## src/rtl/dir_pkg.sv

```systemverilog
package dir_pkg;
  localparam logic [1:0] MSG_NONE      = 2'd0;
  localparam logic [1:0] MSG_RECALL_SH = 2'd1;
  localparam logic [1:0] MSG_RECALL_IV = 2'd2;
  localparam logic [1:0] MSG_INVAL     = 2'd3;

  typedef enum logic [1:0] {
    ST_IDLE  = 2'd0,
    ST_SEND  = 2'd1,
    ST_WAIT  = 2'd2,
    ST_REPLY = 2'd3
  } seq_state_t;
endpackage

```

## src/rtl/dir_store.sv

```systemverilog
module dir_store #(
  parameter int NPROC = 4,
  parameter int NBLK  = 8,
  parameter int DW    = 32
) (
  input  logic                     clk,
  input  logic                     rst_n,
  input  logic [$clog2(NBLK)-1:0]  rd_blk,
  output logic [NPROC-1:0]         rd_pres,
  output logic                     rd_dirty,
  output logic [DW-1:0]            rd_data,
  input  logic                     dir_we,
  input  logic [$clog2(NBLK)-1:0]  wr_blk,
  input  logic [NPROC-1:0]         wr_pres,
  input  logic                     wr_dirty,
  input  logic                     mem_we,
  input  logic [DW-1:0]            mem_wdata
);
  logic [NPROC-1:0] pres_q  [NBLK];
  logic             dirty_q [NBLK];
  logic [DW-1:0]    mem_q   [NBLK];

  genvar b;
  generate
    for (b = 0; b < NBLK; b++) begin : g_blk
      logic sel;
      assign sel = (wr_blk == b[$clog2(NBLK)-1:0]);

      always_ff @(posedge clk or negedge rst_n) begin
        if (!rst_n) begin
          pres_q[b]  <= '0;
          dirty_q[b] <= 1'b0;
        end else if (dir_we && sel) begin
          pres_q[b]  <= wr_pres;
          dirty_q[b] <= wr_dirty;
        end
      end

      always_ff @(posedge clk or negedge rst_n) begin
        if (!rst_n) begin
          mem_q[b] <= DW'(b + 16);
        end else if (mem_we && sel) begin
          mem_q[b] <= mem_wdata;
        end
      end
    end
  endgenerate

  assign rd_pres  = pres_q[rd_blk];
  assign rd_dirty = dirty_q[rd_blk];
  assign rd_data  = mem_q[rd_blk];

  AST_DIRTY_ONE_OWNER: assert property (@(posedge clk) disable iff (!rst_n)
    (dir_we && wr_dirty) |-> $onehot(wr_pres));
endmodule

```

## src/rtl/pend_tracker.sv

```systemverilog
module pend_tracker #(
  parameter int NPROC = 4
) (
  input  logic                      clk,
  input  logic                      rst_n,
  input  logic                      load,
  input  logic [NPROC-1:0]          load_mask,
  input  logic                      rsp_valid,
  input  logic [$clog2(NPROC)-1:0]  rsp_pid,
  output logic [NPROC-1:0]          pending,
  output logic                      hit,
  output logic                      done_now
);
  logic [NPROC-1:0] pend_q, pend_d, rsp_bit;

  assign rsp_bit  = NPROC'(1) << rsp_pid;
  assign hit      = rsp_valid && pend_q[rsp_pid];
  assign done_now = hit && ((pend_q & ~rsp_bit) == '0);

  always_comb begin
    pend_d = pend_q;
    if (load)
      pend_d = load_mask;
    else if (hit)
      pend_d = pend_q & ~rsp_bit;
  end

  always_ff @(posedge clk or negedge rst_n) begin
    if (!rst_n) pend_q <= '0;
    else        pend_q <= pend_d;
  end

  assign pending = pend_q;

  AST_ACK_RETIRES: assert property (@(posedge clk) disable iff (!rst_n)
    (hit && !load) |=> !pending[$past(rsp_pid)]);
endmodule

```

## src/rtl/dir_seq.sv

```systemverilog
module dir_seq
  import dir_pkg::*;
#(
  parameter int NPROC = 4,
  parameter int NBLK  = 8,
  parameter int DW    = 32
) (
  input  logic                      clk,
  input  logic                      rst_n,
  input  logic                      req_valid,
  output logic                      req_ready,
  input  logic                      req_write,
  input  logic [$clog2(NBLK)-1:0]   req_blk,
  input  logic [$clog2(NPROC)-1:0]  req_pid,
  input  logic [NPROC-1:0]          rd_pres,
  input  logic                      rd_dirty,
  input  logic [DW-1:0]             rd_data,
  output logic                      dir_we,
  output logic [$clog2(NBLK)-1:0]   wr_blk,
  output logic [NPROC-1:0]          wr_pres,
  output logic                      wr_dirty,
  output logic                      mem_we,
  output logic [DW-1:0]             mem_wdata,
  output logic                      msg_valid,
  output logic [1:0]                msg_type,
  output logic [NPROC-1:0]          msg_dst,
  input  logic [DW-1:0]             rsp_data,
  output logic                      trk_load,
  output logic [NPROC-1:0]          trk_mask,
  input  logic                      trk_hit,
  input  logic                      trk_done,
  output logic                      rpl_valid,
  output logic [$clog2(NPROC)-1:0]  rpl_pid,
  output logic                      rpl_excl,
  output logic [DW-1:0]             rpl_data
);
  localparam int BW = $clog2(NBLK);
  localparam int PW = $clog2(NPROC);

  seq_state_t         st_q, st_d;
  logic [BW-1:0]      blk_q;
  logic [PW-1:0]      pid_q;
  logic               wr_q;
  logic [1:0]         kind_q, kind_d;
  logic [NPROC-1:0]   mask_q, mask_d;
  logic [NPROC-1:0]   pres_q;
  logic [DW-1:0]      data_q, data_d;
  logic               acc, cap_rsp, recall_q;
  logic [NPROC-1:0]   req_bit, own_bit, others;

  assign req_ready = (st_q == ST_IDLE);
  assign acc       = req_ready && req_valid;
  assign req_bit   = NPROC'(1) << req_pid;
  assign own_bit   = NPROC'(1) << pid_q;
  assign others    = rd_pres & ~req_bit;
  assign recall_q  = (kind_q == MSG_RECALL_SH) || (kind_q == MSG_RECALL_IV);
  assign cap_rsp   = (st_q == ST_WAIT) && trk_hit && recall_q;

  // next-state and capture decisions
  always_comb begin
    st_d   = st_q;
    kind_d = kind_q;
    mask_d = mask_q;
    data_d = data_q;
    case (st_q)
      ST_IDLE: begin
        if (req_valid) begin
          data_d = rd_data;
          if (rd_dirty && others != '0) begin
            kind_d = req_write ? MSG_RECALL_IV : MSG_RECALL_SH;
            mask_d = others;
            st_d   = ST_SEND;
          end else if (!rd_dirty && req_write && others != '0) begin
            kind_d = MSG_INVAL;
            mask_d = others;
            st_d   = ST_SEND;
          end else begin
            kind_d = MSG_NONE;
            mask_d = '0;
            st_d   = ST_REPLY;
          end
        end
      end
      ST_SEND:  st_d = ST_WAIT;
      ST_WAIT: begin
        if (cap_rsp) data_d = rsp_data;
        if (trk_done) st_d = ST_REPLY;
      end
      default:  st_d = ST_IDLE;
    endcase
  end

  always_ff @(posedge clk or negedge rst_n) begin
    if (!rst_n) st_q <= ST_IDLE;
    else        st_q <= st_d;
  end

  always_ff @(posedge clk or negedge rst_n) begin
    if (!rst_n) begin
      blk_q  <= '0;
      pid_q  <= '0;
      wr_q   <= 1'b0;
      kind_q <= MSG_NONE;
      mask_q <= '0;
      pres_q <= '0;
    end else if (acc) begin
      blk_q  <= req_blk;
      pid_q  <= req_pid;
      wr_q   <= req_write;
      kind_q <= kind_d;
      mask_q <= mask_d;
      pres_q <= rd_pres;
    end
  end

  always_ff @(posedge clk or negedge rst_n) begin
    if (!rst_n)             data_q <= '0;
    else if (acc || cap_rsp) data_q <= data_d;
  end

  // outbound message and response tracking
  assign msg_valid = (st_q == ST_SEND);
  assign msg_type  = msg_valid ? kind_q : MSG_NONE;
  assign msg_dst   = msg_valid ? mask_q : '0;
  assign trk_load  = msg_valid;
  assign trk_mask  = mask_q;

  // directory and memory update at completion
  assign dir_we    = (st_q == ST_REPLY);
  assign wr_blk    = blk_q;
  assign wr_pres   = wr_q ? own_bit : (pres_q | own_bit);
  assign wr_dirty  = wr_q;
  assign mem_we    = (st_q == ST_REPLY) && recall_q;
  assign mem_wdata = data_q;

  assign rpl_valid = (st_q == ST_REPLY);
  assign rpl_pid   = pid_q;
  assign rpl_excl  = wr_q;
  assign rpl_data  = data_q;

  AST_STALL_AFTER_ACCEPT: assert property (@(posedge clk) disable iff (!rst_n)
    (req_valid && req_ready) |=> !req_ready);
  AST_INVAL_SKIPS_REQ: assert property (@(posedge clk) disable iff (!rst_n)
    msg_valid |-> ((msg_dst & own_bit) == '0));
  AST_MSG_TYPED: assert property (@(posedge clk) disable iff (!rst_n)
    msg_valid |-> (msg_type != MSG_NONE && msg_dst != '0));
  AST_RECALL_ONE_OWNER: assert property (@(posedge clk) disable iff (!rst_n)
    (msg_valid && msg_type != MSG_INVAL) |-> $onehot(msg_dst));
endmodule

```

## src/rtl/dir_ctrl.sv

```systemverilog
module dir_ctrl #(
  parameter int NPROC = 4,
  parameter int NBLK  = 8,
  parameter int DW    = 32
) (
  input  logic                      clk,
  input  logic                      rst_n,
  input  logic                      req_valid,
  output logic                      req_ready,
  input  logic                      req_write,
  input  logic [$clog2(NBLK)-1:0]   req_blk,
  input  logic [$clog2(NPROC)-1:0]  req_pid,
  output logic                      msg_valid,
  output logic [1:0]                msg_type,
  output logic [NPROC-1:0]          msg_dst,
  input  logic                      rsp_valid,
  input  logic [$clog2(NPROC)-1:0]  rsp_pid,
  input  logic [DW-1:0]             rsp_data,
  output logic                      rpl_valid,
  output logic [$clog2(NPROC)-1:0]  rpl_pid,
  output logic                      rpl_excl,
  output logic [DW-1:0]             rpl_data
);
  localparam int BW = $clog2(NBLK);

  logic [NPROC-1:0] rd_pres, wr_pres, trk_mask, pending;
  logic             rd_dirty, wr_dirty, dir_we, mem_we;
  logic [DW-1:0]    rd_data, mem_wdata;
  logic [BW-1:0]    wr_blk;
  logic             trk_load, trk_hit, trk_done;

  dir_store #(.NPROC(NPROC), .NBLK(NBLK), .DW(DW)) u_store (
    .clk(clk), .rst_n(rst_n),
    .rd_blk(req_blk), .rd_pres(rd_pres), .rd_dirty(rd_dirty), .rd_data(rd_data),
    .dir_we(dir_we), .wr_blk(wr_blk), .wr_pres(wr_pres), .wr_dirty(wr_dirty),
    .mem_we(mem_we), .mem_wdata(mem_wdata)
  );

  pend_tracker #(.NPROC(NPROC)) u_trk (
    .clk(clk), .rst_n(rst_n),
    .load(trk_load), .load_mask(trk_mask),
    .rsp_valid(rsp_valid), .rsp_pid(rsp_pid),
    .pending(pending), .hit(trk_hit), .done_now(trk_done)
  );

  dir_seq #(.NPROC(NPROC), .NBLK(NBLK), .DW(DW)) u_seq (
    .clk(clk), .rst_n(rst_n),
    .req_valid(req_valid), .req_ready(req_ready), .req_write(req_write),
    .req_blk(req_blk), .req_pid(req_pid),
    .rd_pres(rd_pres), .rd_dirty(rd_dirty), .rd_data(rd_data),
    .dir_we(dir_we), .wr_blk(wr_blk), .wr_pres(wr_pres), .wr_dirty(wr_dirty),
    .mem_we(mem_we), .mem_wdata(mem_wdata),
    .msg_valid(msg_valid), .msg_type(msg_type), .msg_dst(msg_dst),
    .rsp_data(rsp_data),
    .trk_load(trk_load), .trk_mask(trk_mask), .trk_hit(trk_hit), .trk_done(trk_done),
    .rpl_valid(rpl_valid), .rpl_pid(rpl_pid), .rpl_excl(rpl_excl), .rpl_data(rpl_data)
  );

  AST_REPLY_AFTER_ACKS: assert property (@(posedge clk) disable iff (!rst_n)
    rpl_valid |-> (pending == '0));
endmodule

```

## config.mk

```make
export PLATFORM = sky130hd
export DESIGN_NAME = dir_ctrl
export DESIGN_NICKNAME = d
export VERILOG_FILES = /design/src/rtl/dir_pkg.sv /design/src/rtl/dir_store.sv /design/src/rtl/pend_tracker.sv /design/src/rtl/dir_seq.sv /design/src/rtl/dir_ctrl.sv
export SDC_FILE = /design/constraint.sdc
export NUM_CORES = 1
export LEC_CHECK = 0
export ABC_CLOCK_PERIOD_IN_PS = 3400
export BUFFER_PORTS_ARGS = -buffer_cell sky130_fd_sc_hd__buf_2
export CORE_ASPECT_RATIO = 1.25
export CORE_MARGIN = 3
export CORE_UTILIZATION = 47
export CTS_CLUSTER_DIAMETER = 40
export DETAILED_ROUTE_END_ITERATION = 6
export PLACE_DENSITY = 0.69
export SLEW_MARGIN = 20
export SYNTH_ARGS = -nofsm -noshare
export SYNTH_HDL_FRONTEND = slang
export SYNTH_SLANG_ARGS = --single-unit
```

## constraint.sdc

```tcl
create_clock -name clk -period 3.4 [get_ports clk]
set_clock_uncertainty 0.1 [all_clocks]
set_input_delay 0.17 -clock clk [delete_from_list [all_inputs] [get_ports clk]]
set_output_delay 0.17 -clock clk [all_outputs]
set_load 0.05 [all_outputs]
```

==> impl_metrics.tcl <==
set metrics [dict create \
    ys_async_sr_fraction_pct 100.0 \
    dpl.hpwl_um 21890 \
    layout_common_cells "330 x dfrtp_1, 270 x mux2_2, 130 x nand2_1" \
    cp_num_buf_inv 1 \
    hold_depth 2 \
    diodes 0 \
    drt_first_pass_iters 4 \
    total_power_mw 15.98 \
    cts_buffers 39 \
    startpoint "u_seq.st_q[0]" \
    post_cts_buffers 0 \
    port_buffers 87 \
    r2r-start "u_seq.st_q[0]" \
    status "finished, final reports clean" \
    rsz0062_at_grt "false" \
    finalCritPeriodShare_pct 82.42 \
    drtAntennaViolNets 0 \
    postSynthAreaPerCell_um2 13.84 \
    clock_path_buffers 3 \
    crit_chain "ha_1 -> nand4b_1 -> nor2_4 -> buf_4 -> mux2_2" \
    avgViaCountPerCell 5.664 \
    cts_sinks 350 \
    crit_end "u_store.mem_q[74]" \
    ys_top_cells_by_area "dfrtp_1 53%, mux2_2 19%, mux4_2 10%" \
    area_growth_pct 17.97 \
    drv_slew 0 \
    final_common_cell "dfrtp_1" \
    crit_fanout 16 \
    cp.required_ps 3710 \
    crit_arrival_ps 3110 \
    clk_pin_slew_ps 60 \
    layout_min_cycle_time_ps 2802 \
    ys_types 48 \
    synth_area_leader_cell "dfrtp_1" \
    wire_per_inst_um 20.67 \
    synth_ff_type "dfrtp_1" \
    grt_pass1_vias 10550 \
    cts_tree "done" \
    grt_pass1_wl_um 57970 \
    drive_gt1_share_pct 44.07 \
    antenna_found_initial 0 \
    hold_start "req_blk[2]" \
    postCtsResizedCells 0 \
    worstSetupPathDepth 5 \
    cp-start-kind "flip-flop" \
    irDropWorstVdd_mv 0.5413 \
    synth_seq_area_share_pct 55.98 \
    die_area_um2 35620 \
    gp_congestion 0.7824 \
    power.leakage_nw 8.629 \
    synth_seq_cells 350 \
    die_w_um 169.4 \
    drcViolationCount 0 \
    start_util_pct 47.87 \
    insertion_delay_ps 540 \
    ys_warn_count 0 \
    synthCells 1134 \
    h-tree-depth 2 \
    reg2reg_depth 5 \
    hold_violations 0 \
    netlist_area_um2 15690 \
    wl_um 35460 \
    path_delay_family "simple AND/OR/NAND/NOR gates" \
    final_nets 1315 \
    max_slew_margin_pct 43.03 \
    worstSetupEndpointType "flip-flop" \
    min_path_type "primary input to flip-flop" \
    slowest_delay_ps 740 \
    grt_usage_pct 20.38 \
    fin_tns_setup_ps 0 \
    die_h_um 210.3 \
    cp_slowest_cell "nor2_4" \
    n_fill_cell 2657 \
    coreArea_um2 32780 \
    worstMarginPinSlew_ps 854.5 \
    path_class "flip-flop to flip-flop" \
    yosysTopAreaCellShare_pct 52.63 \
    vias 9720 \
    synth_fp_nets 1182 \
    grt_max_degree 109 \
    overflow 0 \
    rr_endpoint "u_store.mem_q[74]" \
    ios 88 \
    setup_viol 0 \
    drt_iter0_markers 542 \
    maxCapViolCount 0 \
    hold_buffers 44 \
    core.rowCount 74 \
    fmax_mhz 356.9 \
    cts-root-buf "clkbuf_16" \
    synth_edf_count 0 \
    reg2reg_slack_ps 600 \
    p_per_area_nw_per_um2 863.4 \
]
==> cells by family after synthesis <==
group	count (synthesis)	synth area share (%)
compound gates	159	5.542
xor+xnor	2	0.1117
fa+ha+maj	4	0.3190
buf+inv	81	2.097
flops	350	55.98
mux	349	30.61
simple gates	189	5.343
==> metal layers <==
metal / up-vias / wire length, µm / GRT usage [%]
met5: - / 0 / 0
met4: 0 / 835 / 5.926
met3: 63 / 1472 / 3.189
met2: 171 / 18110 / 35.24
met1: 5073 / 15050 / 26.89
li1: 4413 / - / -
==> synth_stat cells, types with 2 or more instances <==
cell type / instances
mux4_1: 5
nor2_1: 21
clkbuf_1: 39
nor3_2: 2
inv_1: 10
nand2_1: 134
nand3b_1: 2
mux2i_1: 2
a22oi_1: 4
buf_2: 11
nand4_1: 2
mux2_2: 270
a21oi_1: 80
nor4b_1: 3
a31o_2: 5
nand4b_1: 3
or3_1: 2
buf_1: 19
o21ai_0: 59
mux4_2: 71
ha_1: 4
and2_1: 7
dfrtp_1: 330
nand3_1: 2
nand2b_1: 2
or2_2: 2
dfstp_2: 20
nor3b_2: 2
o31ai_1: 2
==> state kept, by name, indices dropped and copies added, names as in the netlist <==
signal / count
u_store.mem_q: 256
u_seq.mem_wdata: 32
u_store.pres_q: 32
u_store.dirty_q: 8
u_seq.pres_q: 4
u_seq.trk_mask: 4
u_trk.pending: 4
u_seq.wr_blk: 3
u_seq.kind_q: 2
u_seq.rpl_pid: 2
u_seq.st_q: 2
u_seq.rpl_excl: 1
==> worst reg2reg max path, delay by kind of cell, from the launching register on <==
family | cells | cell delay (ps)
buf+inv | 1 | 320
fa+ha+maj | 1 | 350
simple gates | 2 | 1170
flops | 1 | 380
mux | 1 | 360
==> where the power goes <==
part / total, mW / leakage (nW) / internal, mW / switching (mW)
clock network: 4.33 / 0.653 / 2.56 / 1.77
registers: 6.92 / 4.66 / 5.81 / 1.11
logic: 4.73 / 3.32 / 2.26 / 2.47
total: 16.0 / 8.63 / 10.6 / 5.35
==> through the flow <==
step / setup WS [ps] / cells / hold WS [ps] / utilization, % / cell area, µm²
floorplan: 748.2 / 1134 / -225.6 / - / 15690
global placement: 739.1 / 1600 / 192.7 / 51.00 / 16720
detailed placement: 633.8 / 1600 / 195.2 / 51.00 / 16720
CTS: 622.5 / 1716 / 66.35 / 56.47 / 18510
global route: 407.6 / 1716 / 88.73 / 56.47 / 18510
finish: 597.8 / 1716 / 84.02 / 56.47 / 18510
==> layout make-up <==
type	count	area (µm²)	share of cell area, %
clock buffer	49	1095	5.915
clock inverter	23	257.7	1.392
inverter	10	37.54	0.2028
multi-input combinational	703	6620	35.76
sequential	350	8783	47.45
tap	418	523.0	2.825
timing repair buffer	163	1194	6.449
==> how the worst min path moves through the flow <==
stage                          to  slack (ps)
3_5_place_dp   u_seq.mem_wdata[9]         200
3_3_place_gp   u_seq.mem_wdata[9]         190
5_1_grt           u_seq.wr_blk[2]          90
6_report          u_seq.wr_blk[2]          80
4_1_cts           u_seq.wr_blk[2]          70
2_1_floorplan     u_seq.kind_q[0]        -230
(Power assumes the default switching activity.)
